<file path="src/rtl/txsel_pkg.sv">
// Package: shared types and helpers for the transmit queue selector.
// Assumes network ports sit at even output indices, host ports at odd ones.
package txsel_pkg;

    // Source currently feeding a network port.
    typedef enum logic {
        SRC_STD = 1'b0,
        SRC_REP = 1'b1
    } src_e;

    // Output port index served by replay queue k.
    function automatic int net_port(input int k);
        return 2 * k;
    endfunction

endpackage

</file>
<file path="src/rtl/txsel_port_mux.sv">
// Module: two-source multiplexer for one network output port.
// Picks the standard or replay stream and locks the choice for the
// duration of a packet. Assumes rep_valid is already gated by the caller
// when replay has finished; ready is combinational from out_ready.
module txsel_port_mux
    import txsel_pkg::*;
#(
    parameter int DATA_W = 64
) (
    input  logic              clk,
    input  logic              rst_n,
    input  logic              want_rep,
    input  logic              std_valid,
    input  logic [DATA_W-1:0] std_data,
    input  logic              std_eop,
    output logic              std_ready,
    input  logic              rep_valid,
    input  logic [DATA_W-1:0] rep_data,
    input  logic              rep_eop,
    output logic              rep_ready,
    output logic              out_valid,
    output logic [DATA_W-1:0] out_data,
    output logic              out_eop,
    input  logic              out_ready
);

    src_e locked_src;
    logic mid_pkt;
    src_e live_src;
    logic beat_taken;

    // Source in force: locked mid-packet, otherwise follow the request.
    always_comb begin
        if (mid_pkt) live_src = locked_src;
        else         live_src = want_rep ? SRC_REP : SRC_STD;
    end

    // Route the chosen stream to the output and ready back to it.
    always_comb begin
        if (live_src == SRC_REP) begin
            out_valid = rep_valid;
            out_data  = rep_data;
            out_eop   = rep_eop;
        end else begin
            out_valid = std_valid;
            out_data  = std_data;
            out_eop   = std_eop;
        end
        std_ready = out_ready && (live_src == SRC_STD);
        rep_ready = out_ready && (live_src == SRC_REP);
    end

    assign beat_taken = out_valid && out_ready;

    // Track packet boundaries and hold the source while inside a packet.
    always_ff @(posedge clk) begin
        if (!rst_n) begin
            mid_pkt    <= 1'b0;
            locked_src <= SRC_STD;
        end else if (beat_taken) begin
            mid_pkt    <= !out_eop;
            locked_src <= live_src;
        end
    end

endmodule

</file>
<file path="src/rtl/txsel_replay_iter.sv">
// Module: pass counter for one replay queue.
// Counts accepted end-of-trace beats, pulses rewind after each, and sets
// done when the programmed count is reached (0 = endless). A clear input
// restarts the count; it assumes the limit is stable while replaying.
module txsel_replay_iter #(
    parameter int ITER_W = 16
) (
    input  logic              clk,
    input  logic              rst_n,
    input  logic              clear,
    input  logic              eot_taken,
    input  logic [ITER_W-1:0] limit,
    output logic              rewind,
    output logic              done
);

    localparam int CNT_W = ITER_W + 1;

    logic [CNT_W-1:0] passes;
    logic [CNT_W-1:0] passes_next;
    logic             final_pass;

    assign passes_next = passes + CNT_W'(1);
    assign final_pass  = (limit != '0) && (passes_next >= CNT_W'(limit));

    // Pass count and done flag; clear has priority over counting.
    always_ff @(posedge clk) begin
        if (!rst_n || clear) begin
            passes <= '0;
            done   <= 1'b0;
        end else if (eot_taken && !done) begin
            if (final_pass) done <= 1'b1;
            if (limit != '0) passes <= passes_next;
        end
    end

    // One-cycle rewind request after each completed pass.
    always_ff @(posedge clk) begin
        if (!rst_n) rewind <= 1'b0;
        else        rewind <= eot_taken;
    end

endmodule

</file>
<file path="src/rtl/txq_port_select.sv">
// Module: top of the transmit queue selector.
// Maps eight standard queues and four replay queues onto eight output
// ports. Even ports may switch to replay under gen_en and rep_sel; odd
// ports are fixed pass-through. Assumes queue memory lives elsewhere and
// honours rep_rewind by restarting its trace.
module txq_port_select
    import txsel_pkg::*;
#(
    parameter int N_MAC  = 4,
    parameter int DATA_W = 64,
    parameter int ITER_W = 16
) (
    input  logic                        clk,
    input  logic                        rst_n,
    input  logic                        gen_en,
    input  logic [N_MAC-1:0]            rep_sel,
    input  logic [N_MAC*ITER_W-1:0]     iter_limit,
    input  logic [2*N_MAC-1:0]          std_valid,
    input  logic [2*N_MAC*DATA_W-1:0]   std_data,
    input  logic [2*N_MAC-1:0]          std_eop,
    output logic [2*N_MAC-1:0]          std_ready,
    input  logic [N_MAC-1:0]            rep_valid,
    input  logic [N_MAC*DATA_W-1:0]     rep_data,
    input  logic [N_MAC-1:0]            rep_eop,
    input  logic [N_MAC-1:0]            rep_eot,
    output logic [N_MAC-1:0]            rep_ready,
    output logic [N_MAC-1:0]            rep_rewind,
    output logic [N_MAC-1:0]            rep_done,
    output logic [2*N_MAC-1:0]          out_valid,
    output logic [2*N_MAC*DATA_W-1:0]   out_data,
    output logic [2*N_MAC-1:0]          out_eop,
    input  logic [2*N_MAC-1:0]          out_ready
);

    localparam int N_PORT = 2 * N_MAC;

    for (genvar k = 0; k < N_MAC; k++) begin : g_net
        localparam int NP = net_port(k);
        localparam int HP = NP + 1;

        logic rep_valid_g;
        logic mux_rep_ready;
        logic eot_taken;

        // Halted replay offers nothing to the port.
        assign rep_valid_g  = rep_valid[k] && !rep_done[k];
        assign rep_ready[k] = mux_rep_ready && !rep_done[k];
        assign eot_taken    = rep_valid_g && rep_ready[k] && rep_eot[k];

        txsel_port_mux #(.DATA_W(DATA_W)) u_mux (
            .clk       (clk),
            .rst_n     (rst_n),
            .want_rep  (gen_en && rep_sel[k]),
            .std_valid (std_valid[NP]),
            .std_data  (std_data[NP*DATA_W +: DATA_W]),
            .std_eop   (std_eop[NP]),
            .std_ready (std_ready[NP]),
            .rep_valid (rep_valid_g),
            .rep_data  (rep_data[k*DATA_W +: DATA_W]),
            .rep_eop   (rep_eop[k]),
            .rep_ready (mux_rep_ready),
            .out_valid (out_valid[NP]),
            .out_data  (out_data[NP*DATA_W +: DATA_W]),
            .out_eop   (out_eop[NP]),
            .out_ready (out_ready[NP])
        );

        txsel_replay_iter #(.ITER_W(ITER_W)) u_iter (
            .clk       (clk),
            .rst_n     (rst_n),
            .clear     (!gen_en),
            .eot_taken (eot_taken),
            .limit     (iter_limit[k*ITER_W +: ITER_W]),
            .rewind    (rep_rewind[k]),
            .done      (rep_done[k])
        );

        // Host-facing partner port: fixed straight connection.
        assign out_valid[HP]                 = std_valid[HP];
        assign out_data[HP*DATA_W +: DATA_W] = std_data[HP*DATA_W +: DATA_W];
        assign out_eop[HP]                   = std_eop[HP];
        assign std_ready[HP]                 = out_ready[HP];
    end

    if (N_PORT != 2 * N_MAC) begin : g_bad_cfg
        initial $error("port count mismatch");
    end

endmodule

</file>
<file path="config.mk">
export PLATFORM = sky130hd
export DESIGN_NAME = txq_port_select
export DESIGN_NICKNAME = d
export VERILOG_FILES = /design/src/rtl/txsel_pkg.sv /design/src/rtl/txsel_port_mux.sv /design/src/rtl/txsel_replay_iter.sv /design/src/rtl/txq_port_select.sv
export SDC_FILE = /design/constraint.sdc
export NUM_CORES = 1
export LEC_CHECK = 0
export BUFFER_PORTS_ARGS = -buffer_cell sky130_fd_sc_hd__buf_2
export CORE_AREA = 10 10 547 549
export DETAILED_ROUTE_END_ITERATION = 8
export DIE_AREA = 0 0 557 559
export PLACE_DENSITY = 0.3
export SKIP_CTS_REPAIR_TIMING = 1
export SYNTH_ARGS = -nofsm -noshare
export SYNTH_HDL_FRONTEND = slang
export SYNTH_SLANG_ARGS = --single-unit
</file>
<file path="constraint.sdc">
create_clock -name clk -period 3.5 [get_ports clk]
set_input_delay 0.35 -clock clk [delete_from_list [all_inputs] [get_ports clk]]
set_output_delay 0.35 -clock clk [all_outputs]
set_load 0.01 [all_outputs]
</file>
==> impl_metrics.toml, run 1 <==
[outcome]
status = "finished clean"

[detailed_routing]
first_pass_iters = 5
drt-total-wl_mm = 175
drt_iter0_drc = 815
vias_per_cell = 2.40
antenna_left = 0
post_drt_wl_per_cell_um = 29.8
vias = 14100
drc = 0

[min_path]
min_path_type = "in2reg"
min_delay_path_depth = 3

[sta]
max_freq_mhz = 319
skew_ns = 0.0273
finalHoldViolations = 0
slew_headroom_pct = 48.6
fin_crit_sh_pct = 89.5
grt_setup_unrepaired = "no"
finalSetupViolCount = 0
tightestPinTransition_ns = 0.771
tns_ns = 0
drv_slew = 0
period_minus_slack_ns = 3.13

[clock_tree]
clk_pin_slew_worst_paths_ns = 0.08
cts_tree = "done"
cts_sinks = 84
htreeDepth = 3
cts_made_buffers = 9
clk_path_buf_depth = 2
root_buffer = "clkbuf_16"
clk_latency_ns = 0.42

[synthesis]
synth.area.top_cells = "mux2_2, buf_4, dfxtp_1"
synth_edf_count = 0
netlist_instances = 1399
synth_fp_nets = 2342
synth_cell_type_count = 62
ys.flop_type = "dfxtp_1"
synth.avg_cell_area_um2 = 8.31
ys_warn_count = 0
syn_area_um2 = 11600
yosys.area.top_type = "mux2_2"
ys_seq_elements = 84
ys_async_sr_fraction_pct = 0
ys_seq_area_share_pct = 14.5
synth_top_area_share_pct = 25.2

[die]
ios = 1423
core_um2 = 288000
rows = 197
die-height_um = 559
start_util_pct = 4.04
die-area_um2 = 311000
fp.dieW_um = 557

[finish]
final_cell_mix = "buf_2, mux2_2, dfxtp_1"
drive_above_1_share_pct = 60.8
syn2layout_area_growth_pct = 65.4
nets = 2919
final_common_cell = "buf_2"
final_area_um2 = 19200
nFillCells = 34100
stdcell_count = 5861
regArea_um2 = 1680
multi_input_area_um2 = 7280

[placed_design]
portBuffers = 886
numPlacedInstances = 5746
gp_congestion = 1.02
hpwl_mm = 165
placed_area_um2 = 18700

[pwr]
power.share.clock_pct = 30.4
leakage_nw = 7.71
power_switching_mw = 1.63
combPwrFrac_pct = 44.9
swShare_pct = 42.0
ir_drop_v = 0.000250
intPower_mw = 2.26
pwr_density_cell_nw_per_um2 = 202
total_power_mw = 3.89
seqPwrFrac_pct = 24.8

[global_routing]
grt_pass1_vias = 14000
grt_max_degree = 68
antenna_found_initial = 228
grt_usage_pct = 10.6
grt_pass1_wl_mm = 204
overflow = 0

[worst_setup_path]
cp-start-kind = "flop"
rr_worst_depth = 11
crit_path_max_fanout = 5
cp.arrival_ns = 3.43
path_class = "reg2reg"
end_kind = "flop"
required_ns = 3.80

[job]
max_cap_violations = 0
==> power groups by stage <==
stage	logic, mW	clock network (mW)	registers [mW]
after detailed placement	1.78	0	0.986
after CTS	1.79	1.31	0.964
after floorplan	0.944	0	0.985
after global placement	1.78	0	0.986
final	1.74	1.18	0.963
after global routing	1.85	1.30	0.964
==> final cells by class <==
| class | count | area share (%) |
|---|---|---|
| Inverter | 77 | 1.50 |
| Clock buffer | 10 | 1.24 |
| Antenna cell | 99 | 1.29 |
| Sequential cell | 84 | 8.75 |
| Clock inverter | 6 | 0.365 |
| Multi-Input combinational cell | 893 | 37.9 |
| Tap cell | 3781 | 24.6 |
| Timing Repair Buffer | 911 | 24.4 |
==> final timing paths <==
check,start,to,slack (ns)
max,g_net[3].u_iter.passes[0]$_SDFFE_PP0P_,g_net[3].u_iter.done$_SDFFE_PP0P_,0.37
min,rep_valid[0],g_net[0].u_mux.locked_src$_SDFFE_PN0P_,0.23
max reg2reg,g_net[3].u_iter.passes[0]$_SDFFE_PP0P_,g_net[3].u_iter.done$_SDFFE_PP0P_,0.37
min reg2reg,g_net[3].u_iter.passes[1]$_SDFFE_PP0P_,g_net[3].u_iter.passes[1]$_SDFFE_PP0P_,0.50
==> sequential cells by signal, indices dropped and copies added (netlist names) <==
name	cells
g_net.u_mux.locked_src	4
g_net.u_iter.done	4
g_net.u_mux.mid_pkt	4
g_net.u_iter.passes	68
g_net.u_iter.rewind	4
==> cells by family after synthesis <==
| logic type | count (synthesis) | synth area share (%) |
|---|---|---|
| AOI/OAI and AO/OA | 126 | 6.95 |
| and+or+nand+nor | 339 | 15.3 |
| buffers and inverters | 422 | 23.2 |
| DFF | 84 | 14.5 |
| muxes | 264 | 25.5 |
| xor gates and xnor gates | 96 | 7.24 |
| adders and majority gates | 68 | 7.32 |
==> per-stage QoR <==
step	setup slack, ns	hold slack [ns]	utilization [%]
global route	0.0580	0.197	6.66
detailed placement	0.324	0.485	6.49
CTS	0.329	0.171	6.60
finish	0.369	0.231	6.68
global placement	0.235	0.477	6.49
floorplan	0.695	0.457	-
==> worst max-delay path: stages (launching register included) <==
cell and delay, ns:
dfxtp_1 0.42, ha_1 0.25, nand3_1 0.19, nor4b_2 0.47, nand4_1 0.19, xnor2_1 0.16
ha_1 0.30, a21oi_1 0.16, nor2b_1 0.07, a2111oi_0 0.39, o211ai_1 0.16, o221a_2 0.27
==> synthesized netlist by cell type, types with 8 or more instances <==
| cell type | n |
|---|---|
| buf_4 | 288 |
| mux2_2 | 260 |
| dfxtp_1 | 84 |
| inv_1 | 76 |
| nor2_1 | 73 |
| ha_1 | 68 |
| nand2_1 | 64 |
| xor2_1 | 54 |
| clkbuf_1 | 50 |
| nand3_1 | 47 |
| a21oi_1 | 46 |
| xnor2_1 | 42 |
| nand4_1 | 31 |
| nor4_1 | 22 |
| o21ai_0 | 21 |
| or3_1 | 15 |
| a21o_1 | 14 |
| and2_1 | 12 |
| nor3_1 | 11 |
| or4_1 | 11 |
| o31ai_1 | 10 |
| and3_1 | 8 |
| nor2b_1 | 8 |
| o211ai_1 | 8 |
==> routing by layer <==
| metal | up-vias | routed length (um) | GRT usage [%] |
|---|---|---|---|
| li1 | 5845 | - | - |
| met1 | 6288 | 58000 | 10.1 |
| met2 | 1412 | 79400 | 17.2 |
| met3 | 451 | 29500 | 8.02 |
| met4 | 70 | 7260 | 4.43 |
| met5 | - | 493 | 0 |
No activity file was read; power rests on OpenSTA's default activity.
==> run 2: changes to the inputs <==
--- a/config.mk
+++ b/config.mk
@@ -6,9 +6,9 @@
 export NUM_CORES = 1
 export LEC_CHECK = 0
 export BUFFER_PORTS_ARGS = -buffer_cell sky130_fd_sc_hd__buf_2
-export CORE_AREA = 10 10 547 549
+export CORE_AREA = 10 10 540 542
 export DETAILED_ROUTE_END_ITERATION = 8
-export DIE_AREA = 0 0 557 559
+export DIE_AREA = 0 0 550 552
 export PLACE_DENSITY = 0.3
 export SKIP_CTS_REPAIR_TIMING = 1
 export SYNTH_ARGS = -nofsm -noshare
==> constraint.sdc (replaced) <==
create_clock -name clk -period 2.5 [get_ports clk]
set_input_delay 0.25 -clock clk [delete_from_list [all_inputs] [get_ports clk]]
set_output_delay 0.25 -clock clk [all_outputs]
set_load 0.01 [all_outputs]
==> run 2 against run 1 <==
Net effect: the run now ends with negative setup slack left; via count increased by 0.60%; core utilization increased by 0.62 points; global-route usage decreased by 0.32 points; non-clock buffer count increased by 122; die area decreased by 2.5%; flip-flop and latch count unchanged; first-iteration DRC count increased by 2.1%; setup slack got worse by 0.51 ns; power increased by 37%; register-to-register slack got worse by 0.51 ns; sequential share of layout area decreased by 0.42 points; clock-buffer cell count unchanged; critical endpoint unchanged; largest power group unchanged.
==> impl_metrics.toml, run 2 (synthesis gave the netlist of run 1 again) <==
[finish]
final_area_um2 = 20500
nFillCells = 33200
nets = 3041
stdcell_count = 5937
final_cell_mix = "buf_2, mux2_2, buf_4"
max_flop_register = "g_net.u_iter.passes"
syn2layout_area_growth_pct = 76.5
largest_register_ffs = 68
final_common_cell = "buf_2"
drive_above_1_share_pct = 65.8

[pwr]
leakage_nw = 8.46
pwr_density_cell_nw_per_um2 = 259
ir_drop_v = 0.000327

[worst_setup_path]
path_class = "reg2reg"
rr_endpoint = "g_net[3].u_iter.done$_SDFFE_PP0P_"
cp-start-kind = "flop"
cp.arrival_ns = 2.94
crit_start = "g_net[3].u_iter.passes[1]$_SDFFE_PP0P_"
rr_worst_depth = 11
ff2ff_setup_slack_ns = -0.14
required_ns = 2.81
crit_path_max_fanout = 4
r2r_start = "g_net[3].u_iter.passes[1]$_SDFFE_PP0P_"
end_kind = "flop"

[placed_design]
numPlacedInstances = 5818
gp_congestion = 0.940
pre_cts_ws_ns = -0.319
hpwl_mm = 156
portBuffers = 886
placed_area_um2 = 19600

[sta]
tightestPinTransition_ns = 0.541
max_freq_mhz = 379
fin_crit_sh_pct = 105
period_minus_slack_ns = 2.64
grt_setup_unrepaired = "yes"
whs_ns = 0.117
finalSetupViolCount = 1
drv_slew = 0
finalHoldViolations = 0
slew_headroom_pct = 63.9
skew_ns = 0.0239
fin_ws_ns = -0.137

[die]
ios = 1423
die-area_um2 = 304000
start_util_pct = 4.14
fp.dieW_um = 550
rows = 195
core_um2 = 281000
die-height_um = 552

[global_routing]
grt_pass1_vias = 14300
met1_usage_pct = 10.2
grtUsageMet3_pct = 8.42
antenna_found_initial = 231
grt_busiest_layer = "met2"
grt_usage_pct = 10.3
met2_usage_pct = 15.9
grt_max_degree = 47
grt_pass1_wl_mm = 195
overflow = 0

[min_path]
min_delay_path_depth = 3
min_path_type = "in2reg"
whs_endpoint = "g_net[0].u_mux.locked_src$_SDFFE_PN0P_"
min_from = "rep_valid[0]"

[detailed_routing]
drc = 0
antenna_left = 0
vias = 14200
vias_per_cell = 2.38
drt_iter0_drc = 832
first_pass_iters = 7
post_drt_wl_per_cell_um = 27.9
drt-total-wl_mm = 165

[clock_tree]
root_buffer = "clkbuf_16"
cts_made_buffers = 9
clk_path_buf_depth = 2
cts_sinks = 84
clk_latency_ns = 0.43
clk_pin_slew_worst_paths_ns = 0.08
cts_tree = "done"
htreeDepth = 3

[outcome]
status = "finished, violations left"
violations = "negative setup slack"

[job]
max_cap_violations = 0
[run 2: cell types whose count changed in the layout (fill, tap and decap cells not counted), moves of 4 or more]
cell     previous run  this run
dfxtp_2             0         9
ha_1               68        64
nand3_1            47        41
buf_12              5        14
nor4_1             22        18
mux2_4              0         6
mux2_2            260       254
buf_4              20       132
dfxtp_4             0         4
diode_2            99        91
dfxtp_1            84        71
[run 2: where the power goes]
part / switching, mW / total [mW] / internal [mW]
sequential: 0.00432 / 1.34 / 1.34
clock: 0.819 / 1.53 / 0.709
combinational: 1.38 / 2.44 / 1.06
[run 2: worst max path at each step]
stage	endpoint	cells past startpoint	slack [ns]
6_report	g_net[3].u_iter.done$_SDFFE_PP0P_	11	-0.14
2_1_floorplan	g_net[3].u_iter.done$_SDFFE_PP0P_	11	-0.08
3_5_place_dp	g_net[3].u_iter.done$_SDFFE_PP0P_	11	-0.32
3_3_place_gp	g_net[3].u_iter.done$_SDFFE_PP0P_	11	-0.29
5_1_grt	g_net[3].u_iter.done$_SDFFE_PP0P_	11	-0.27
4_1_cts	g_net[3].u_iter.done$_SDFFE_PP0P_	11	-0.33
[run 2: critical path: stages (launching register included)]
cell and delay [ns]:
dfxtp_4 0.37, nand3_1 0.10, or3_4 0.36, or3_4 0.37, nor2_4 0.11, xor2_2 0.19, ha_4 0.23, nand3_2 0.08
inv_2 0.05, a2111oi_4 0.27, o211ai_1 0.14, o221a_2 0.27
[run 2: layout make-up]
class | count | area [um^2] | area share (%)
well taps | 3743 | 4680 | 22.8
diodes | 91 | 228 | 1.11
inverters | 77 | 289 | 1.41
clock buffers | 10 | 239 | 1.17
repair buffers | 1033 | 5720 | 27.9
flip-flops and latches | 84 | 1710 | 8.33
multi-input cells | 893 | 7590 | 37.0
clock inverters | 6 | 47.5 | 0.232
[run 2: stage by stage]
stage	setup TNS, ns	utilization (%)	power, mW
floorplan	-0.0829	-	2.70
global route	-0.430	7.26	5.60
detailed placement	-0.706	6.99	3.81
CTS	-2.27	7.09	5.47
finish	-0.137	7.30	5.31
global placement	-0.626	6.99	3.81
[run 2: metal layers]
metal | wire length, um | vias up | part of all wire, %
met5 | 290 | - | 0.18
met4 | 5660 | 44 | 3.4
met3 | 31900 | 356 | 19
met2 | 72800 | 1355 | 44
met1 | 54800 | 6309 | 33
li1 | - | 6087 | -
